$ cat config.mk
export PLATFORM = sky130hd
export DESIGN_NAME = fcc_unit
export DESIGN_NICKNAME = d
export VERILOG_FILES = /design/src/rtl/fcc_pkg.sv /design/src/rtl/fcc_classify.sv /design/src/rtl/fcc_order.sv /design/src/rtl/fcc_unit.sv
export SDC_FILE = /design/constraint.sdc
export NUM_CORES = 1
export LEC_CHECK = 0
export BUFFER_PORTS_ARGS = -buffer_cell sky130_fd_sc_hd__buf_2
export CAP_MARGIN = 10
export CORE_MARGIN = 2
export CORE_UTILIZATION = 50
export DETAILED_ROUTE_END_ITERATION = 10
export GPL_TIMING_DRIVEN = 0
export HOLD_SLACK_MARGIN = 0.05
export PLACE_DENSITY = 0.86
export SYNTH_ARGS = -nofsm -noshare
export SYNTH_HDL_FRONTEND = slang
export SYNTH_HIERARCHICAL = 1
export SYNTH_SLANG_ARGS = --single-unit
$ cat constraint.sdc
create_clock -name clk_i -period 1.1 [get_ports clk_i]
set_clock_uncertainty 0.15 [all_clocks]
set_input_delay 0.22 -clock clk_i [delete_from_list [all_inputs] [get_ports clk_i]]
set_output_delay 0.22 -clock clk_i [all_outputs]
set_load 0.01 [all_outputs]
$ cat src/rtl/fcc_pkg.sv
package fcc_pkg;
  localparam int EXP_W = 15;
  localparam int MAN_W = 64;
  localparam int OP_W  = 1 + EXP_W + MAN_W;

  // {C3,C2,C0} class codes
  typedef enum logic [2:0] {
    CLS_UNSUP  = 3'b000,
    CLS_NAN    = 3'b001,
    CLS_NORM   = 3'b010,
    CLS_INF    = 3'b011,
    CLS_ZERO   = 3'b100,
    CLS_EMPTY  = 3'b101,
    CLS_DENORM = 3'b110
  } cls_e;

  // {C3,C2,C0} order codes
  localparam logic [2:0] ORD_GT    = 3'b000;
  localparam logic [2:0] ORD_LT    = 3'b001;
  localparam logic [2:0] ORD_EQ    = 3'b100;
  localparam logic [2:0] ORD_UNORD = 3'b111;
endpackage

$ cat src/rtl/fcc_classify.sv
module fcc_classify
  import fcc_pkg::*;
#(
  parameter int EW = EXP_W,
  parameter int MW = MAN_W,
  localparam int OW = 1 + EW + MW,
  localparam int KW = EW + MW
) (
  input  logic [OW-1:0] op_i,
  output cls_e          cls_o,
  output logic          sign_o,
  output logic          snan_o,
  output logic [KW-1:0] key_o
);
  logic [EW-1:0] exp_f;
  logic [MW-1:0] man_f;
  logic          exp_zero, exp_max, jbit, frac_zero;

  assign exp_f     = op_i[MW +: EW];
  assign man_f     = op_i[MW-1:0];
  assign sign_o    = op_i[OW-1];
  assign exp_zero  = (exp_f == '0);
  assign exp_max   = &exp_f;
  assign jbit      = man_f[MW-1];
  assign frac_zero = (man_f[MW-2:0] == '0);

  always_comb begin
    if (exp_zero)     cls_o = (man_f == '0) ? CLS_ZERO : CLS_DENORM;
    else if (!jbit)   cls_o = CLS_UNSUP;
    else if (exp_max) cls_o = frac_zero ? CLS_INF : CLS_NAN;
    else              cls_o = CLS_NORM;
  end

  assign snan_o = (cls_o == CLS_NAN) && !man_f[MW-2];

  // zero exponent scales like exponent 1
  assign key_o = {(exp_zero ? EW'(1) : exp_f), man_f};
endmodule

$ cat src/rtl/fcc_order.sv
module fcc_order
  import fcc_pkg::*;
#(
  parameter int KW = EXP_W + MAN_W
) (
  input  cls_e          cls_a_i,
  input  cls_e          cls_b_i,
  input  logic          sign_a_i,
  input  logic          sign_b_i,
  input  logic [KW-1:0] key_a_i,
  input  logic [KW-1:0] key_b_i,
  output logic [2:0]    ord_o
);
  logic unord, both_zero, mag_gt;

  assign unord = (cls_a_i == CLS_NAN) || (cls_a_i == CLS_UNSUP) ||
                 (cls_b_i == CLS_NAN) || (cls_b_i == CLS_UNSUP);
  assign both_zero = (cls_a_i == CLS_ZERO) && (cls_b_i == CLS_ZERO);
  assign mag_gt    = key_a_i > key_b_i;

  always_comb begin
    if (unord)                      ord_o = ORD_UNORD;
    else if (both_zero)             ord_o = ORD_EQ;
    else if (sign_a_i != sign_b_i)  ord_o = sign_a_i ? ORD_LT : ORD_GT;
    else if (key_a_i == key_b_i)    ord_o = ORD_EQ;
    else                            ord_o = (mag_gt ^ sign_a_i) ? ORD_GT : ORD_LT;
  end
endmodule

$ cat src/rtl/fcc_unit.sv
module fcc_unit
  import fcc_pkg::*;
#(
  parameter int EW = EXP_W,
  parameter int MW = MAN_W,
  localparam int OW = 1 + EW + MW,
  localparam int KW = EW + MW,
  localparam int NOPS = 2
) (
  input  logic          clk_i,
  input  logic          rst_ni,
  input  logic          valid_i,
  input  logic          mode_i,
  input  logic [OW-1:0] top_i,
  input  logic [OW-1:0] opnd_i,
  input  logic          top_empty_i,
  output logic          valid_o,
  output logic [3:0]    cc_o,
  output logic          invalid_o
);
  logic [OW-1:0] ops    [NOPS];
  cls_e          cls    [NOPS];
  logic          sgn    [NOPS];
  logic          snan   [NOPS];
  logic [KW-1:0] key    [NOPS];

  assign ops[0] = top_i;
  assign ops[1] = opnd_i;

  for (genvar g = 0; g < NOPS; g++) begin : g_cls
    fcc_classify #(.EW(EW), .MW(MW)) u_cls (
      .op_i  (ops[g]),
      .cls_o (cls[g]),
      .sign_o(sgn[g]),
      .snan_o(snan[g]),
      .key_o (key[g])
    );
  end

  logic [2:0] ord;
  fcc_order #(.KW(KW)) u_ord (
    .cls_a_i (cls[0]),
    .cls_b_i (cls[1]),
    .sign_a_i(sgn[0]),
    .sign_b_i(sgn[1]),
    .key_a_i (key[0]),
    .key_b_i (key[1]),
    .ord_o   (ord)
  );

  logic [2:0] exam_cls;
  logic [3:0] cc_d;
  logic       inv_d;

  assign exam_cls = top_empty_i ? CLS_EMPTY : cls[0];

  always_comb begin
    if (mode_i) begin
      cc_d  = {exam_cls[2], exam_cls[1], sgn[0], exam_cls[0]};
      inv_d = 1'b0;
    end else begin
      cc_d  = {ord[2], ord[1], 1'b0, ord[0]};
      inv_d = snan[0] || snan[1] || (cls[0] == CLS_UNSUP) || (cls[1] == CLS_UNSUP);
    end
  end

  always_ff @(posedge clk_i or negedge rst_ni) begin
    if (!rst_ni) begin
      valid_o   <= 1'b0;
      cc_o      <= '0;
      invalid_o <= 1'b0;
    end else begin
      valid_o <= valid_i;
      if (valid_i) begin
        cc_o      <= cc_d;
        invalid_o <= inv_d;
      end
    end
  end

  p_valid_lat_r1: assert property (@(posedge clk_i) disable iff (!rst_ni)
    valid_i |=> valid_o);
  p_hold_r1: assert property (@(posedge clk_i) disable iff (!rst_ni)
    !valid_i |=> (!valid_o && $stable(cc_o) && $stable(invalid_o)));
  p_cmp_c1_r2: assert property (@(posedge clk_i) disable iff (!rst_ni)
    (valid_i && !mode_i) |=> !cc_o[1]);
  p_unord_r4: assert property (@(posedge clk_i) disable iff (!rst_ni)
    (valid_i && !mode_i) |=> (!cc_o[2] || (cc_o[3] && cc_o[0])));
  p_exam_noinv_r6: assert property (@(posedge clk_i) disable iff (!rst_ni)
    (valid_i && mode_i) |=> !invalid_o);
  p_empty_r9: assert property (@(posedge clk_i) disable iff (!rst_ni)
    (valid_i && mode_i && top_empty_i) |=> (cc_o[3] && !cc_o[2] && cc_o[0]));
endmodule

==> results of run 1 <==
[synthesized netlist by cell type (all sizes together)]
library cell    n  area (um^2)
buf           134         1000
inv            85          319
ha             79          988
nor4           41          282
a21oi          30          150
clkbuf         28          105
nand4          26          163
nand2          24         90.1
nand3          14         70.1
o21ai          13         65.1
nor3           11         55.1
and4            7         65.1
nor2            7         26.3
dfrtp           6          150
a21o            5         37.5
a31oi           4         25.0
a221o           3         30.0
and2            3         18.8
nand2b          3         18.8
o41ai           3         26.3
a211oi          2         15.0
a221oi          2         17.5
a22o            2         17.5
and3b           2         20.0
nand3b          2         15.0
o221ai          2         17.5
o31ai           2         20.0
or2             2         12.5
or4             2         15.0
a2111o          1         11.3
a21boi          1         7.51
a22oi           1         7.51
a31o            1         8.76
and3            1         6.26
nor2b           1         6.26
o211ai          1         12.5
o221a           1         11.3
o22a            1         8.76
o311ai          1         8.76
or3             1         6.26
or4b            1         10.0
[worst reg2reg max path, stage by stage, from the launching register on]
cell and delay (ns):
dfrtp_1 0.37, buf_4 0.13, buf_4 0.12, nor2_1 0.09, a31oi_1 0.06
[cells by family (layout without fill, tap and decap cells)]
family / Yosys count / count (layout) / synth area share [%]
and+or+nand+nor: 148 / 148 / 22.3
buffers and inverters: 247 / 431 / 36.2
DFF: 6 / 6 / 3.81
AOI/OAI and AO/OA: 76 / 76 / 12.6
adders and majority gates: 79 / 79 / 25.1
[power by group through the flow]
stage / Sequential [uW] / Clock [uW] / Combinational, uW
finish: 253 / 329 / 1800
detailed placement: 254 / 0 / 1580
floorplan: 265 / 0 / 963
global route: 255 / 355 / 1990
global placement: 254 / 0 / 1530
CTS: 252 / 336 / 1690
[cell type report]
type	count	area (um^2)
multi-input combinational	303	2740
fill	602	2170
buffer	162	1110
timing repair buffer	181	1030
inverter	85	319
sequential	6	150
tap	102	128
clock buffer	3	41.3
[metrics by stage]
| step | hold WS (ns) | cells | total power [uW] | worst slack, ns | TNS [ns] |
|---|---|---|---|---|---|
| floorplan | -0.226 | 556 | 1230 | -1.60 | -5.04 |
| global placement | -0.106 | 826 | 1780 | -2.23 | -7.22 |
| detailed placement | -0.102 | 826 | 1830 | -2.27 | -7.34 |
| CTS | 0.132 | 838 | 2280 | -1.82 | -5.75 |
| global route | 0.174 | 842 | 2600 | -2.06 | -6.72 |
| finish | 0.152 | 842 | 2380 | -1.92 | -6.07 |
[per-layer routing]
metal	share of wire [%]	vias up	GRT usage, %
met3	5.9	26	2.36
met5	0	-	0
met2	53	174	52.9
met1	38	1959	29.7
li1	-	2190	-
met4	3.0	0	6.74
[placed cells by master (no fill, tap or decap), drive strengths merged, types with 3 or more instances in the layout]
cell type | netlist | layout
nand3 | 14 | 14
inv | 85 | 85
o21ai | 13 | 13
nand2 | 24 | 24
nor2 | 7 | 7
a31oi | 4 | 4
and2 | 3 | 3
dfrtp | 6 | 6
and4 | 7 | 7
a21o | 5 | 5
o41ai | 3 | 3
buf | 134 | 313
clkbuf | 28 | 31
ha | 79 | 79
nor4 | 41 | 41
a21oi | 30 | 30
nand2b | 3 | 3
a221o | 3 | 3
nor3 | 11 | 11
nand4 | 26 | 26
[path summary, 6_finish.rpt]
| kind | slack (ns) | from | endpoint |
|---|---|---|---|
| worst max-delay path | -1.92 | opnd_i[64] | cc_o[0]$_DFFE_PN0P_ |
| worst min-delay path | 0.15 | top_i[79] | cc_o[1]$_DFFE_PN0P_ |
| worst min register to register | 0.37 | cc_o[0]$_DFFE_PN0P_ | cc_o[0]$_DFFE_PN0P_ |
| min in group asynchronous | 0.25 | rst_ni | cc_o[1]$_DFFE_PN0P_ |
| worst max register to register | 0.05 | cc_o[2]$_DFFE_PN0P_ | cc_o[2]$_DFFE_PN0P_ |
| max in group asynchronous | 0.41 | rst_ni | valid_o$_DFF_PN0_ |
[state kept, by name, summed over array words and instances, names as in the netlist]
register / cells
cc_o: 4
invalid_o: 1
valid_o: 1
[repair_timing]
action | 4_1_cts | 5_1_grt
endpoints found under the setup margin | 8 | 9
pin swaps | 9 | 10
buffers inserted | 7 | 4
resized for setup | 45 | 28
hold endpoints to repair | 7 | 0
hold buffers | 2 | 0
gates cloned | 0 | 0
==> out/results.tsv, run 1 <==
stage	metric	value	unit
global_routing	largest net degree at the start of global routing	11	
run	max cap viols	0	
sta	Max Slew Vio Count	0	
worst_setup_path	critical path peak fanout	2	
floorplan	Rows	32	
finish	Area Overhead vs Synth	39.9	%
global_routing	initial antenna violation count	0	
sta	Hold Fails Final Rpt	0	
pwr	clock share of power	13.8	%
route	Routed WL	12.3	mm
worst_setup_path	largest stage delay on the critical path	0.36	ns
worst_setup_path	R2R depth	4	
finish	final core utilization	71.8	%
min_path	hold depth	3	
yosys	Seq/Total Area, Yosys	3.81	%
sta	Worst-Margin Slew	0.514	ns
sta	Max-slew headroom	65.4	%
pwr	Net Switching	935	uW
pwr	Logic pwr share	75.5	%
yosys	post-synthesis cell area	3940	um^2
yosys	Synth Area per Inst	7.09	um^2
cts	Max Buffers Root-to-Sink	2	
sta	Final min period	3.02	ns
sta	max frequency	0.331	GHz
finish	n_diodes	0	
sta	RSZ-0062 raised after global routing	true	
finish	fin nets	986	
pwr	Switching Share	39.3	%
sta	setup ws final	-1.92	ns
sta	fin crit share	275	%
pwr	LEAKAGE	0.00300	uW
pwr	Pint	1450	uW
outcome	status	finished, violations left	
cts	clk sinks	6	
cts	Reg clk slew, reported paths	0.04	ns
finish	Design Area, Final	5520	um^2
yosys	Yosys reg bits	6	
route	vias	4349	
floorplan	die area	8610	um^2
worst_setup_path	crit-path leading delay family	simple AND/OR/NAND/NOR gates	
route	DRC	0	
worst_setup_path	Crit path depth	15	
yosys	Post-Syn Nets	800	
pwr	sequential power share	10.6	%
yosys	Cell variety after synth	47	
place	Detailed Place HPWL	9.76	mm
finish	fraction of layout cells with a size suffix above 1	49.6	%
pwr	Max rail drop VDD	0.000386	V
floorplan	Initial Util	51.3	%
pwr	P per Cell Area	431	nW/um^2
yosys	Mapped Cells	556	
cts	TritonCTS clock tree	yes	
worst_setup_path	crit path kind	primary input to register	
place	routability cong.	0.968	
route	1st-pass router iterations	4	
worst_setup_path	CP Cell Sequence	buf_8, nor4_2, and4_4, or2_4, inv_2, ha_4, nand4_1, or3_4, nor4_4, and3_4, o41ai_2, a31oi_1, o31ai_2, o221ai_1, o21ai_1	
worst_setup_path	Worst Path Required	1.04	ns
global_routing	grt total ovfl	0	
worst_setup_path	crit path buf inv count	2	
cts	clk root buf	clkbuf_8	
worst_setup_path	Crit-path slowest cell	or3_4	
route	DR WL/cell	14.6	um
worst_setup_path	CP endpoint kind	register	
outcome	violated checks	setup timing	
route	drt initial violations	160	
cts	latest clock arrival within the worst-skew pair	0.22	ns
global_routing	Tot GR Track Use	26.5	%
route	Vias/cell	5.17	
route	Final ANT Viol Nets	0	
floorplan	Die Y	92.8	um
floorplan	die width	92.8	um
yosys	Ys Warns	6	
floorplan	I/O pin count	171	
global_routing	vias in the first global route	4294	
place	Placed Area	4950	um^2
place	Port-buffer cells	168	
floorplan	area of the core	7690	um^2
worst_setup_path	crit start category	primary input	
global_routing	first-pass GRT wire length	18.7	mm
sta	Setup Viol. Count Final	8	
cts	H-tree Lvls	1	
cts	Num CTS Buffers	3	
min_path	Worst Hold Class	primary input to register	
worst_setup_path	WP data arrival	2.97	ns
Note: power is estimated with default switching activity, not from simulation.
==> run 2: changes to the inputs <==
- clock period: 1.1 -> 3.1 ns (I/O delays scaled with it)
==> run 2 against run 1 <==
  * The run still ends with setup timing left
  * Die area stayed put
  * Register-to-register slack better by 2.2 ns
  * Utilization is 4.0 points lower
  * Via count is 1.6% lower
  * Sequential share of layout area is 0.16 points higher
  * Final area is 5.6% lower
  * Largest power group unchanged
  * Worst hold slack worse by 0.083 ns
  * Clock power is 64% lower
  * Routed wire length is 6.7% lower
  * Sequential power is 65% lower
  * Largest cell class unchanged
  * Highest routed layer unchanged
  * First-iteration DRC count is 31% lower
==> out/results.tsv, run 2 (synthesized netlist as in run 1, its figures left out) <==
stage	metric	value	unit	change
finish	Largest register FFs	4		unchanged
route	vias	4279		-1.6%
finish	most common cell after layout, fill and taps aside	buf_2		
worst_setup_path	R2R depth	1		-3
outcome	violated checks	setup timing		
worst_setup_path	R2R Path Start	invalid_o$_DFFE_PN0P_		
route	DRC	0		unchanged
cts	H-tree Lvls	1		unchanged
route	DR WL/cell	13.7	um	-6.2%
cts	Num CTS Buffers	3		unchanged
pwr	LEAKAGE	0.00293	uW	-2.4%
worst_setup_path	critical path peak fanout	3		+1
floorplan	Initial Util	51.3	%	unchanged
route	1st-pass router iterations	4		unchanged
sta	setup ws final	-0.265	ns	+1.66 ns
cts	Reg clk slew, reported paths	0.04	ns	about the same
finish	fraction of layout cells with a size suffix above 1	46.9	%	-2.7 points
sta	Hold Fails Final Rpt	0		unchanged
cts	hold_buf cts	0		-2
sta	Final min period	3.37	ns	
floorplan	die width	92.8	um	unchanged
worst_setup_path	crit start category	primary input		
place	routability cong.	0.916		-5.4%
cts	latest clock arrival within the worst-skew pair	0.22	ns	about the same
route	Routed WL	11.5	mm	-6.7%
finish	most frequent cells in the layout	buf_2, buf_4, inv_1, ha_1, a21oi_1		
pwr	Pwr Total	800	uW	-66%
worst_setup_path	worst r2r dst	invalid_o$_DFFE_PN0P_		
floorplan	die area	8610	um^2	unchanged
global_routing	grt total ovfl	0		unchanged
sta	fin crit share	109	%	
cts	TritonCTS clock tree	yes		
finish	n_diodes	0		unchanged
pwr	sequential power share	11.2	%	+0.6 points
finish	Top reg by flops	cc_o		
pwr	Switching Share	38.6	%	-0.69 points
finish	final core utilization	67.8	%	-4.0 points
worst_setup_path	CP Cell Sequence	buf_2, nor4_2, and4_1, or2_4, inv_4, ha_4, a21oi_1, o21ai_0, or4b_1, a31oi_1, nor4_2, a31oi_1, o31ai_2, o221ai_1, o21ai_1		
pwr	P per Cell Area	154	nW/um^2	-64%
sta	Setup Viol. Count Final	2		-6
route	Vias/cell	5.11		-1.1%
floorplan	I/O pin count	171		unchanged
floorplan	Die Y	92.8	um	unchanged
global_routing	largest net degree at the start of global routing	11		unchanged
worst_setup_path	crit-path leading delay family	simple AND/OR/NAND/NOR gates		
worst_setup_path	crit path buf inv count	2		unchanged
sta	Max-slew headroom	69.1	%	+3.7 points
worst_setup_path	CP endpoint kind	register		
worst_setup_path	crit path kind	primary input to register		
pwr	Net Switching	309	uW	-67%
cts	clk sinks	6		unchanged
place	Detailed Place HPWL	9.88	mm	+1.2%
pwr	Max rail drop VDD	0.000144	V	-63%
worst_setup_path	worst setup path end	cc_o[0]$_DFFE_PN0P_		
sta	hold_ws	0.0683	ns	-0.0833 ns
worst_setup_path	largest stage delay on the critical path	0.46	ns	+0.10 ns
pwr	Pint	491	uW	-66%
worst_setup_path	Worst Setup SP	opnd_i[69]		
pwr	clock share of power	14.8	%	+1.0 points
worst_setup_path	Crit-path slowest cell	or4b_1		
sta	Worst-Margin Slew	0.459	ns	-0.0555 ns
worst_setup_path	Worst Path Required	3.04	ns	+2.00 ns
finish	fin nets	982		-0.41%
cts	clk root buf	clkbuf_8		
worst_setup_path	WP data arrival	3.31	ns	+0.34 ns
global_routing	first-pass GRT wire length	18.0	mm	-3.8%
global_routing	vias in the first global route	4222		-1.7%
sta	RSZ-0062 raised after global routing	true		
worst_setup_path	flop-to-flop setup slack	2.22	ns	+2.17 ns
route	drt initial violations	111		-31%
floorplan	area of the core	7690	um^2	unchanged
cts	Max Buffers Root-to-Sink	2		unchanged
global_routing	initial antenna violation count	0		unchanged
sta	max frequency	0.297	GHz	
run	max cap viols	0		unchanged
finish	Largest regs	cc_o (4), invalid_o (1), valid_o (1)		
sta	Max Slew Vio Count	0		unchanged
place	Port-buffer cells	168		unchanged
global_routing	Tot GR Track Use	25.3	%	-1.3 points
outcome	status	finished, violations left		
pwr	Logic pwr share	74.1	%	-1.4 points
route	Final ANT Viol Nets	0		unchanged
floorplan	Rows	32		unchanged
finish	Area Overhead vs Synth	32.1	%	
worst_setup_path	Crit path depth	15		unchanged
min_path	Worst Hold Class	primary input to async pin		
==> run 2: changes by cell type in the layout (fill, tap and decap cells not counted), moves of 3 or more <==
cell,delta
nor4_1,+13
buf_2,+8
buf_6,-7
nor4_4,-10
nor4_2,-3
==> run 2: per-layer routing <==
metal / part of all wire [%] / vias up / wire (um) / track usage, %
li1: - / 2182 / - / -
met2: 53 / 157 / 6100 / 51.3
met3: 5.5 / 18 / 636 / 0.814
met5: 0 / - / 0 / 0
met1: 39 / 1922 / 4480 / 28.7
met4: 2.2 / 0 / 248 / 5.51
==> run 2: area by class of cell <==
class                      count  area (um^2)
buffer                       162         1110
clock buffer                   3         41.3
fill                         687         2480
inverter                      85          322
multi-input combinational    303         2520
sequential                     6          150
tap                          102          128
timing repair buffer         177          941
==> run 2: stage by stage <==
| step | setup WS, ns | std cells | cell area [um^2] | TNS, ns |
|---|---|---|---|---|
| 3_5_place_dp | -0.688 | 826 | 4910 | -1.14 |
| 2_1_floorplan | -0.00366 | 556 | 3940 | -0.00366 |
| 3_3_place_gp | -0.651 | 826 | 4910 | -1.04 |
| 4_1_cts | -0.256 | 834 | 5070 | -0.280 |
| 6_report | -0.265 | 838 | 5210 | -0.369 |
| 5_1_grt | -0.418 | 838 | 5210 | -0.689 |
==> run 2: how the worst min path moves through the flow <==
| stage | startpoint | endpoint | slack (ns) | cells after the start |
|---|---|---|---|---|
| final | rst_ni | cc_o[3]$_DFFE_PN0P_ | 0.07 | 1 |
| after global routing | rst_ni | valid_o$_DFF_PN0_ | 0.07 | 1 |
| after CTS | rst_ni | cc_o[3]$_DFFE_PN0P_ | 0.06 | 1 |
| after detailed placement | rst_ni | cc_o[1]$_DFFE_PN0P_ | 0.30 | 1 |
| after global placement | rst_ni | cc_o[1]$_DFFE_PN0P_ | 0.29 | 1 |
| after floorplan | rst_ni | cc_o[0]$_DFFE_PN0P_ | 0.17 | 0 |
==> run 2: timing repair <==
action | 4_1_cts | 5_1_grt
gates cloned | 0 | 0
endpoints found under the setup margin | 2 | 2
pin swaps | 1 | 6
gates resized for setup | 11 | 24
buffers inserted | 5 | 4
==> run 2: power by group through the flow <==
stage / clock (uW) / sequential [uW] / combinational [uW]
6_report: 118 / 89.5 / 592
2_1_floorplan: 0 / 93.9 / 339
4_1_cts: 120 / 89.6 / 573
3_3_place_gp: 0 / 90.4 / 538
5_1_grt: 124 / 90.3 / 660
3_5_place_dp: 0 / 90.6 / 558
